===== src/rtl/tlb_pkg.sv =====
package tlb_pkg;

  // Strobes from the control to the datapath.
  typedef struct packed {
    logic writeEn;   // write the victim way of the refill set
    logic flushAll;  // clear every valid bit
  } tlbStrobe_t;

endpackage


===== src/rtl/tlb_ctrl.sv =====
module tlb_ctrl
  import tlb_pkg::*;
#(
  parameter int SET_W = 2,
  parameter int WAY_W = 2
) (
  input  logic                  clk,
  input  logic                  rstN,
  input  logic                  refillValid,
  input  logic                  flush,
  input  logic [SET_W-1:0]      refillSet,
  input  logic [(1<<WAY_W)-1:0] setValid,
  output tlbStrobe_t            strobe,
  output logic [WAY_W-1:0]      victimWay
);

  localparam int SETS = 1 << SET_W;
  localparam int WAYS = 1 << WAY_W;

  logic [WAY_W-1:0] rrQ [SETS];
  logic [WAY_W-1:0] firstFree;
  logic [WAY_W-1:0] nextPtr;
  logic             setFull;

  assign setFull = &setValid;

  // The lowest-numbered invalid way wins.
  always_comb begin
    firstFree = '0;
    for (int w = WAYS - 1; w >= 0; w--) begin
      if (!setValid[w]) firstFree = WAY_W'(w);
    end
  end

  assign victimWay = setFull ? rrQ[refillSet] : firstFree;
  assign nextPtr   = rrQ[refillSet] + WAY_W'(1);

  always_comb begin
    strobe          = '0;
    strobe.flushAll = flush;
    strobe.writeEn  = refillValid && !flush;
  end

  always_ff @(posedge clk) begin
    if (!rstN || flush) begin
      for (int s = 0; s < SETS; s++) rrQ[s] <= '0;
    end else if (strobe.writeEn && setFull) begin
      rrQ[refillSet] <= nextPtr;
    end
  end

  AST_PREFER_INVALID: assert property (@(posedge clk) disable iff (!rstN)
    (strobe.writeEn && !setFull) |-> !setValid[victimWay]);

  AST_RR_STEP: assert property (@(posedge clk) disable iff (!rstN)
    (strobe.writeEn && setFull) |=> (rrQ[$past(refillSet)] == $past(nextPtr)));

  AST_FLUSH_RESETS_PTR: assert property (@(posedge clk) disable iff (!rstN)
    flush |=> (rrQ[0] == '0));

endmodule


===== src/rtl/tlb_datapath.sv =====
module tlb_datapath
  import tlb_pkg::*;
#(
  parameter int VPN_W    = 8,
  parameter int SET_W    = 2,
  parameter int WAY_W    = 2,
  parameter int PPN_W    = 6,
  parameter int RIGHTS_W = 3
) (
  input  logic                  clk,
  input  logic                  rstN,
  input  tlbStrobe_t            strobe,
  input  logic [WAY_W-1:0]      victimWay,
  input  logic                  lookupValid,
  input  logic [VPN_W-1:0]      lookupVpn,
  input  logic [VPN_W-1:0]      refillVpn,
  input  logic [PPN_W-1:0]      refillPpn,
  input  logic [RIGHTS_W-1:0]   refillRights,
  output logic [(1<<WAY_W)-1:0] refillSetValid,
  output logic                  rspValid,
  output logic                  rspHit,
  output logic [PPN_W-1:0]      rspPpn,
  output logic [RIGHTS_W-1:0]   rspRights
);

  localparam int SETS  = 1 << SET_W;
  localparam int WAYS  = 1 << WAY_W;
  localparam int TAG_W = VPN_W - SET_W;

  logic [WAYS-1:0]     validQ  [SETS];
  logic [TAG_W-1:0]    tagQ    [SETS][WAYS];
  logic [PPN_W-1:0]    ppnQ    [SETS][WAYS];
  logic [RIGHTS_W-1:0] rightsQ [SETS][WAYS];

  logic [SET_W-1:0] lkSet, rfSet;
  logic [TAG_W-1:0] lkTag, rfTag;
  logic [WAYS-1:0]  matchVec;
  logic [WAYS-1:0]  wrOneHot;
  logic [WAY_W-1:0] hitWay;
  logic             anyHit;
  logic             anyValid;

  assign lkSet = lookupVpn[SET_W-1:0];
  assign lkTag = lookupVpn[VPN_W-1:SET_W];
  assign rfSet = refillVpn[SET_W-1:0];
  assign rfTag = refillVpn[VPN_W-1:SET_W];

  assign refillSetValid = validQ[rfSet];

  // One comparator and one write decoder per way.
  for (genvar w = 0; w < WAYS; w++) begin : g_way
    assign matchVec[w] = validQ[lkSet][w] && (tagQ[lkSet][w] == lkTag);
    assign wrOneHot[w] = strobe.writeEn && (victimWay == WAY_W'(w));
  end

  assign anyHit = |matchVec;

  // The lowest matching way wins.
  always_comb begin
    hitWay = '0;
    for (int w = WAYS - 1; w >= 0; w--) begin
      if (matchVec[w]) hitWay = WAY_W'(w);
    end
  end

  always_comb begin
    anyValid = 1'b0;
    for (int s = 0; s < SETS; s++) anyValid = anyValid | (|validQ[s]);
  end

  always_ff @(posedge clk) begin
    if (!rstN || strobe.flushAll) begin
      for (int s = 0; s < SETS; s++) validQ[s] <= '0;
    end else if (strobe.writeEn) begin
      validQ[rfSet] <= validQ[rfSet] | wrOneHot;
    end
  end

  always_ff @(posedge clk) begin
    for (int w = 0; w < WAYS; w++) begin
      if (wrOneHot[w]) begin
        tagQ[rfSet][w]    <= rfTag;
        ppnQ[rfSet][w]    <= refillPpn;
        rightsQ[rfSet][w] <= refillRights;
      end
    end
  end

  always_ff @(posedge clk) begin
    if (!rstN) begin
      rspValid  <= 1'b0;
      rspHit    <= 1'b0;
      rspPpn    <= '0;
      rspRights <= '0;
    end else begin
      rspValid  <= lookupValid;
      rspHit    <= lookupValid && anyHit;
      rspPpn    <= (lookupValid && anyHit) ? ppnQ[lkSet][hitWay]    : '0;
      rspRights <= (lookupValid && anyHit) ? rightsQ[lkSet][hitWay] : '0;
    end
  end

  AST_ONE_WAY_WRITTEN: assert property (@(posedge clk) disable iff (!rstN)
    $onehot0(wrOneHot));

  AST_FLUSH_EMPTIES: assert property (@(posedge clk) disable iff (!rstN)
    strobe.flushAll |=> !anyValid);

  AST_MISS_ZERO: assert property (@(posedge clk) disable iff (!rstN)
    (rspValid && !rspHit) |-> (rspPpn == '0 && rspRights == '0));

  AST_HIT_NEEDS_REQ: assert property (@(posedge clk) disable iff (!rstN)
    rspHit |-> rspValid);

  AST_WRITE_LANDS: assert property (@(posedge clk) disable iff (!rstN)
    strobe.writeEn |=> validQ[$past(rfSet)][$past(victimWay)]);

endmodule


===== src/rtl/tlb_set_assoc.sv =====
module tlb_set_assoc
  import tlb_pkg::*;
#(
  parameter int VPN_W    = 8,
  parameter int SET_W    = 2,
  parameter int WAY_W    = 2,
  parameter int PPN_W    = 6,
  parameter int RIGHTS_W = 3
) (
  input  logic                clk,
  input  logic                rstN,
  input  logic                lookupValid,
  input  logic [VPN_W-1:0]    lookupVpn,
  input  logic                refillValid,
  input  logic [VPN_W-1:0]    refillVpn,
  input  logic [PPN_W-1:0]    refillPpn,
  input  logic [RIGHTS_W-1:0] refillRights,
  input  logic                flush,
  output logic                rspValid,
  output logic                rspHit,
  output logic [PPN_W-1:0]    rspPpn,
  output logic [RIGHTS_W-1:0] rspRights
);

  localparam int WAYS = 1 << WAY_W;

  tlbStrobe_t       strobe;
  logic [WAY_W-1:0] victimWay;
  logic [WAYS-1:0]  refillSetValid;

  tlb_ctrl #(
    .SET_W (SET_W),
    .WAY_W (WAY_W)
  ) ctrl_i (
    .clk         (clk),
    .rstN        (rstN),
    .refillValid (refillValid),
    .flush       (flush),
    .refillSet   (refillVpn[SET_W-1:0]),
    .setValid    (refillSetValid),
    .strobe      (strobe),
    .victimWay   (victimWay)
  );

  tlb_datapath #(
    .VPN_W    (VPN_W),
    .SET_W    (SET_W),
    .WAY_W    (WAY_W),
    .PPN_W    (PPN_W),
    .RIGHTS_W (RIGHTS_W)
  ) dp_i (
    .clk            (clk),
    .rstN           (rstN),
    .strobe         (strobe),
    .victimWay      (victimWay),
    .lookupValid    (lookupValid),
    .lookupVpn      (lookupVpn),
    .refillVpn      (refillVpn),
    .refillPpn      (refillPpn),
    .refillRights   (refillRights),
    .refillSetValid (refillSetValid),
    .rspValid       (rspValid),
    .rspHit         (rspHit),
    .rspPpn         (rspPpn),
    .rspRights      (rspRights)
  );

endmodule


===== config.mk =====
export PLATFORM = sky130hd
export DESIGN_NAME = tlb_set_assoc
export DESIGN_NICKNAME = d
export VERILOG_FILES = /design/src/rtl/tlb_pkg.sv /design/src/rtl/tlb_ctrl.sv /design/src/rtl/tlb_datapath.sv /design/src/rtl/tlb_set_assoc.sv
export SDC_FILE = /design/constraint.sdc
export NUM_CORES = 1
export LEC_CHECK = 0
export ABC_AREA = 1
export BUFFER_PORTS_ARGS = -buffer_cell sky130_fd_sc_hd__buf_4
export CORE_MARGIN = 1.5
export CORE_UTILIZATION = 43
export DETAILED_ROUTE_END_ITERATION = 16
export MAX_ROUTING_LAYER = met4
export PLACE_DENSITY = 0.6
export SYNTH_ARGS = -nofsm -noshare
export SYNTH_HDL_FRONTEND = slang
export SYNTH_SLANG_ARGS = --single-unit
export TNS_END_PERCENT = 50

===== constraint.sdc =====
create_clock -name clk -period 4.87 [get_ports clk]
set_input_delay 0.2435 -clock clk [delete_from_list [all_inputs] [get_ports clk]]
set_output_delay 0.2435 -clock clk [all_outputs]
set_load 0.005 [all_outputs]

==> results of run 1 <==
-- per-stage QoR --
step / utilization [%] / cell area, um^2
after floorplan: - / 11500
after global placement: 46.2 / 12100
after detailed placement: 46.2 / 12100
after CTS: 49.9 / 13000
after global routing: 49.9 / 13000
final: 49.9 / 13000
-- registers in the layout (all words and copies together), names as in the netlist --
register,count
dp_i.rspValid,1
dp_i.rspHit,1
dp_i.rspRights,3
dp_i.rightsQ,48
ctrl_i.rrQ,8
dp_i.rspPpn,6
dp_i.ppnQ,96
dp_i.validQ,16
dp_i.tagQ,96
-- logic make-up (layout without fill, tap and decap cells) --
| logic type | Yosys count | in the layout |
|---|---|---|
| AO/OA/AOI/OAI | 133 | 133 |
| XOR/XNOR | 7 | 7 |
| buffers and inverters | 88 | 156 |
| flip-flops | 275 | 275 |
| other | 0 | 1 |
| AND/OR/NAND/NOR | 475 | 475 |
-- layout by cell type (no fill, tap or decap), drive strengths merged, types with 2 or more instances in the layout --
cell type,n
clkbuf,42
buf,58
nand3b,9
and3,2
nand3,98
clkinv,7
nand2,294
xor2,7
inv,46
a21oi,51
o21ai,36
o211ai,2
a221oi,2
dlygate4sd3,2
nor2,69
o22ai,11
nor3,2
dfxtp,11
edfxtp,264
a32o,27
-- worst max-delay path by stage --
stage / endpoint / slack (ns) / depth (start not counted)
final: dp_i.rspPpn[3] / 2.00 / 14
after global routing: dp_i.rspPpn[3] / 1.76 / 14
after CTS: dp_i.rspPpn[3] / 2.02 / 14
after detailed placement: dp_i.rspPpn[3] / 1.47 / 14
after global placement: dp_i.rspPpn[3] / 1.49 / 14
after floorplan: dp_i.ppnQ[0][12] / 2.34 / 13
-- area by class of cell --
type | instances | area (um^2) | share of cell area [%]
Tap cell | 335 | 419 | 3.22
Timing Repair Buffer | 60 | 455 | 3.49
Inverter | 44 | 170 | 1.31
Multi-Input combinational cell | 615 | 2910 | 22.3
Clock buffer | 42 | 855 | 6.56
Antenna cell | 1 | 2.50 | 0.0192
Sequential cell | 275 | 8150 | 62.5
Clock inverter | 10 | 78.8 | 0.605
-- metal layers --
layer / GRT usage [%] / up-vias / wire [um]
met5: - / - / 0
met4: 5.85 / 0 / 618
met3: 2.78 / 43 / 1790
met2: 32.2 / 245 / 13200
met1: 29.6 / 3703 / 12700
li1: - / 3559 / -
-- worst max-delay path, cell delays in order --
cell	delay [ns]
buf_4	0.46
buf_4	0.82
nand2_1	0.10
nand3_1	0.18
nand2_1	0.11
nand2_1	0.12
nand3_1	0.09
nor2_1	0.18
nand2_1	0.11
o21ai_2	0.09
nand3_2	0.26
inv_2	0.26
nand3_1	0.10
a21oi_1	0.17
-- report_power, final --
part	leakage (uW)	total [uW]	switching, uW	internal [uW]
combinational	0.00177	315	221	93.5
clock	0.000464	2140	875	1260
sequential	0.00252	2630	8.60	2620
==> results.py, run 1 <==
metrics = {
    "global_route": {
        "global_route.overflow_total": 0,
        "grt_pass1_wl_um": 43100,
        "grt_pass1_vias": 7208,
        "global_route.usage.total_pct": 21.0,
        "grt_start_max_net_pins": 124,
        "number_of_antenna_violations_at_the_first_check_in_global_routing": 0,
    },
    "routing": {
        "remaining_drc_errors": 0,
        "detail_route.vias_per_cell": 5.46,
        "final_antenna_net_count": 0,
        "vias": 7550,
        "first_pass_iters": 6,
        "drt_iter0_markers": 672,
        "avgRoutedWirePerCell_um": 20.5,
        "drt-total-wl_um": 28300,
    },
    "logic_synthesis": {
        "ys_types": 36,
        "asyncSetResetFlopFracSynth_pct": 0,
        "synth-simple-area-share_pct": 17.3,
        "synth.net_count": 1008,
        "netlist_instances": 978,
        "ys.warnings.count": 0,
        "yosys.cell_count.top_type": "nand2_1",
        "post-synth-top-area-fraction_pct": 69.0,
        "synth_top_family_by_area": "simple AND/OR/NAND/NOR gates",
        "synth_top_area_cell": "edfxtp_1",
        "yosys.area_share.xor_xnor_pct": 0.534,
        "number_of_flops_mapped_to_enable_cells_by_yosys": 264,
        "mean_syn_cell_area_um2": 11.7,
        "adder_and_majority_cell_fraction_of_the_synthesized_area_pct": 0,
        "synth_compound_gate_area_share_pct": 7.42,
        "number_of_register_bits_inferred_by_synthesis": 275,
        "synthFlopType": "edfxtp_1",
        "synth_common_cells": "nand2_1 (291), edfxtp_1 (264), nand3_1 (96)",
        "post_synth_main_area_contributors": "edfxtp_1 (69%), nand2_1 (9.5%), nand3_1 (4.2%)",
        "syn_area_um2": 11500,
        "synthMuxAreaShare_pct": 0,
        "ys_seq_area_share_pct": 70.9,
    },
    "worst_hold_path": {
        "worst_hold_path_type": "input port to flop",
        "worstHoldStart": "refillPpn[0]",
        "holdPathEnd": "dp_i.ppnQ[1][12]",
        "min_delay_path_depth": 1,
    },
    "outcome": {
        "status": "finished, final reports clean",
    },
    "clock_network": {
        "clk-insertion-delay-late_ns": 0.55,
        "cts-htree-levels": 1,
        "total_cts_buffers": 29,
        "ctsRootBufferMaster": "clkbuf_16",
        "tritoncts_num_sinks": 275,
        "tritoncts": "built",
        "post-cts-setup-buffers": 0,
        "cts_hold_buf": 2,
        "post_cts.resized_instances": 0,
        "bufs_on_longest_clock_path": 3,
        "clock_slew_seen_by_the_registers_of_the_worst_setup_and_hold_paths_ns": 0.06,
    },
    "floorplanning": {
        "pin_count": 41,
        "design.core.area_um2": 26100,
        "floorplan.die.height_um": 166,
        "overall_die_area_um2": 27700,
        "die_width_um": 166,
        "placementRows": 59,
        "initial_core_util_pct": 44.0,
    },
    "critical_path": {
        "worst-endpoint-required_ns": 5.34,
        "cp_data_arrival_time_ns": 3.34,
        "cp_max_fo": 86,
        "flop2flop_setup_slack_ns": 2.19,
        "setup.worst_path.class": "input port to flop",
        "crit_path_end_kind": "flop",
        "critPathLaunch": "lookupVpn[0]",
        "startpoint_type": "input port",
        "critical_path.reg2reg.startpoint": "dp_i.validQ[0][3]",
        "r2r-end": "dp_i.rightsQ[0][2]",
        "rr_worst_depth": 10,
    },
    "place": {
        "dp_hpwl_um": 16400,
        "placement.setup.worst_slack_ns": 1.47,
        "numPlacedInstances": 1327,
        "place.gp.congestion": 0.908,
        "io_buffers": 40,
    },
    "power": {
        "total_power_uw": 5080,
        "cellPowerDensity_nw_per_um2": 390,
        "irDropWorstVdd_mv": 0.246,
        "power_leakage_uw": 0.00475,
    },
    "timing": {
        "holdWs_ns": 0.00988,
        "final_max_slew_viol_count": 0,
        "worst_slew_pin_slew_ns": 1.07,
        "worst_slew_margin_rel_pct": 28.5,
        "setup_total_negative_slack_ns": 0,
        "fmax_ghz": 0.348,
        "min_period_over_period_pct": 59.0,
        "worst_path_setup_slack_after_routing_ns": 2.00,
        "final.setup_skew_ns": 0.0205,
        "rsz0062_at_grt": "no",
        "report.final.hold_viol_count": 0,
        "final-setup-viol-count": 0,
        "final.min_clock_period_ns": 2.87,
    },
    "cells_and_area": {
        "area.growth.synth_to_final_pct": 13.5,
        "nets_final": 1055,
        "drive_gt1_share_pct": 11.2,
        "nFillCells": 2373,
        "stdcell_count": 1382,
    },
    "run": {
        "maxCapViolCount": 0,
    },
}
(Power assumes the default switching activity.)
==> run 2: changes to the inputs <==
Clock period 4.87 ns to 2.9 ns, I/O delays scaled along.
==> run 2 against run 1 <==
  * First-iteration DRC count up 11%
  * Hold slack improved by 0.042 ns
  * Combinational power up 91%
  * Non-clock buffer count grew 33
  * Clock skew is 0.0092 ns lower
  * Die area unchanged
  * Via count grew 1.5%
  * Critical endpoint is now dp_i.tagQ[3][1]
==> results.py, run 2 (synthesis gave the netlist of run 1 again) <==
metrics = {
    "timing": {
        "fmax_ghz": 0.420,
        "setup_total_negative_slack_ns": 0,
        "min_period_over_period_pct": 82.0,
        "rsz0062_at_grt": "no",
        "holdWs_ns": 0.0523,
        "final.min_clock_period_ns": 2.38,
        "report.final.hold_viol_count": 0,
        "worst_slew_margin_rel_pct": 63.5,
        "final_max_slew_viol_count": 0,
        "final.setup_skew_ns": 0.0113,
        "final-setup-viol-count": 0,
        "worst_slew_pin_slew_ns": 0.545,
    },
    "clock_network": {
        "post-cts-setup-buffers": 0,
        "clk-insertion-delay-late_ns": 0.55,
        "cts-htree-levels": 1,
        "tritoncts_num_sinks": 275,
        "bufs_on_longest_clock_path": 3,
        "total_cts_buffers": 29,
        "ctsRootBufferMaster": "clkbuf_16",
        "tritoncts": "built",
        "clock_slew_seen_by_the_registers_of_the_worst_setup_and_hold_paths_ns": 0.06,
    },
    "critical_path": {
        "cp_data_arrival_time_ns": 2.61,
        "timing.critical_path.slowest_cell_delay_ns": 0.41,
        "worst_path_most_repeated_cell": "nand2_1",
        "path_cells": "inv_1 -> o22ai_1 -> a221oi_2 -> nor2_1 -> nand2_1 -> nand2_1 -> nor2_2 -> nand2_1 -> nor2_1 -> buf_4",
        "worstPathBufferInverterCount": 2,
        "timing.critical_path.max_delay_family": "simple AND/OR/NAND/NOR gates",
        "worst-endpoint-required_ns": 3.13,
        "startpoint_type": "flop",
        "cp_max_fo": 15,
        "highest_delay_cell_along_the_critical_path": "a221oi_2",
        "crit_path_end_kind": "flop",
        "setup.worst_path.class": "flop to flop",
    },
    "power": {
        "clkPwrFrac_pct": 42.4,
        "power_leakage_uw": 0.00491,
        "power.switching_fraction_pct": 22.0,
        "power_report.internal_total_uw": 6790,
        "cellPowerDensity_nw_per_um2": 651,
        "seq_power_share_pct": 50.7,
        "combPwrFrac_pct": 6.9,
        "irDropWorstVdd_mv": 0.497,
        "net-switching-power_uw": 1920,
    },
    "floorplanning": {
        "overall_die_area_um2": 27700,
        "pin_count": 41,
        "die_width_um": 166,
        "placementRows": 59,
        "floorplan.die.height_um": 166,
        "design.core.area_um2": 26100,
        "initial_core_util_pct": 44.0,
    },
    "routing": {
        "drt_iter0_markers": 744,
        "avgRoutedWirePerCell_um": 20.9,
        "final_antenna_net_count": 0,
        "detail_route.vias_per_cell": 5.42,
        "drt-total-wl_um": 29600,
        "vias": 7665,
        "first_pass_iters": 5,
        "remaining_drc_errors": 0,
    },
    "global_route": {
        "global_route.usage.total_pct": 22.4,
        "global_route.overflow_total": 0,
        "number_of_antenna_violations_at_the_first_check_in_global_routing": 0,
        "grt_pass1_wl_um": 45300,
        "grt_pass1_vias": 7385,
        "grt_start_max_net_pins": 64,
    },
    "cells_and_area": {
        "largestRegisters": "dp_i.ppnQ x96, dp_i.tagQ x96, dp_i.rightsQ x48",
        "drive_gt1_share_pct": 12.2,
        "nets_final": 1088,
        "antenna_cells_inserted": 0,
        "nFillCells": 2335,
        "layout.cells.most_common_list": "nand2_1 (291), edfxtp_1 (264), nand3_1 (96), buf_4 (72), nor2_1 (66)",
        "layout_commonest_cell": "nand2_1",
        "area.growth.synth_to_final_pct": 16.4,
    },
    "worst_hold_path": {
        "worst_hold_path_type": "input port to flop",
    },
    "run": {
        "maxCapViolCount": 0,
    },
    "outcome": {
        "status": "finished, final reports clean",
    },
    "place": {
        "io_buffers": 40,
        "place.gp.congestion": 0.899,
        "dp_hpwl_um": 19100,
    },
}
-- run 2: cell count changes in the layout (fill, tap and decap cells not counted), moves of 3 or more --
cell,change
dlygate4sd3_1,+16
buf_4,+14
clkbuf_8,-8
clkbuf_1,+4
buf_12,+3
bufinv_16,+3
-- run 2: final timing paths --
kind,startpoint,end,slack (ns),cells past startpoint
worst min register to register,dp_i.validQ[2][3],dp_i.validQ[3][3],0.73,2
worst max-delay path,dp_i.validQ[3][3],dp_i.tagQ[3][1],0.52,10
worst max register to register,dp_i.validQ[3][3],dp_i.tagQ[3][1],0.52,10
worst min-delay path,flush,ctrl_i.rrQ[0][1],0.05,3
-- run 2: metrics by stage --
| stage | area (um^2) | worst slack (ns) | power, uW | utilization (%) | std cells |
|---|---|---|---|---|---|
| floorplan | 11500 | 0.468 | 4820 | - | 978 |
| global placement | 12200 | 0.329 | 5070 | 46.8 | 1344 |
| detailed placement | 12200 | 0.236 | 5080 | 46.8 | 1344 |
| CTS | 13400 | 0.555 | 8760 | 51.2 | 1415 |
| global route | 13400 | 0.365 | 8980 | 51.2 | 1415 |
| finish | 13400 | 0.521 | 8710 | 51.2 | 1415 |
-- run 2: per-layer routing --
metal	share of wire, %	global-route usage [%]	up-vias	wire length, um
met2	47	34.7	262	13800
li1	-	-	3629	-
met1	44	31.0	3731	13100
met5	0	-	-	0
met4	2.6	7.00	0	760
met3	6.4	2.66	43	1890
-- run 2: final cells by class --
cell class                      count  area [um^2]  area share (%)
Tap cell                          335          419            3.14
Multi-Input combinational cell    615         2910            21.7
Clock inverter                     15          186            1.39
Timing Repair Buffer               93          781            5.84
Sequential cell                   275         8150            60.9
Inverter                           44          170            1.27
Clock buffer                       38          759            5.68
-- run 2: tightest hold or removal path: cells and delay by family --
family / cells / cell delay [ns]
and+or+nand+nor: 2 / 0.23
buffers and inverters: 1 / 0.09
-- run 2: power by group through the flow --
| stage | logic [uW] | clock network (uW) | registers, uW |
|---|---|---|---|
| 6_report | 602 | 3690 | 4410 |
| 5_1_grt | 661 | 3900 | 4410 |
| 4_1_cts | 603 | 3740 | 4410 |
| 3_5_place_dp | 581 | 0 | 4500 |
| 3_3_place_gp | 577 | 0 | 4500 |
| 2_1_floorplan | 332 | 0 | 4490 |
-- run 2: repair_timing --
item                                   CTS  global route
endpoints found under the hold margin  223             0
hold buffers                            18             0
gates resized for setup                  0             0
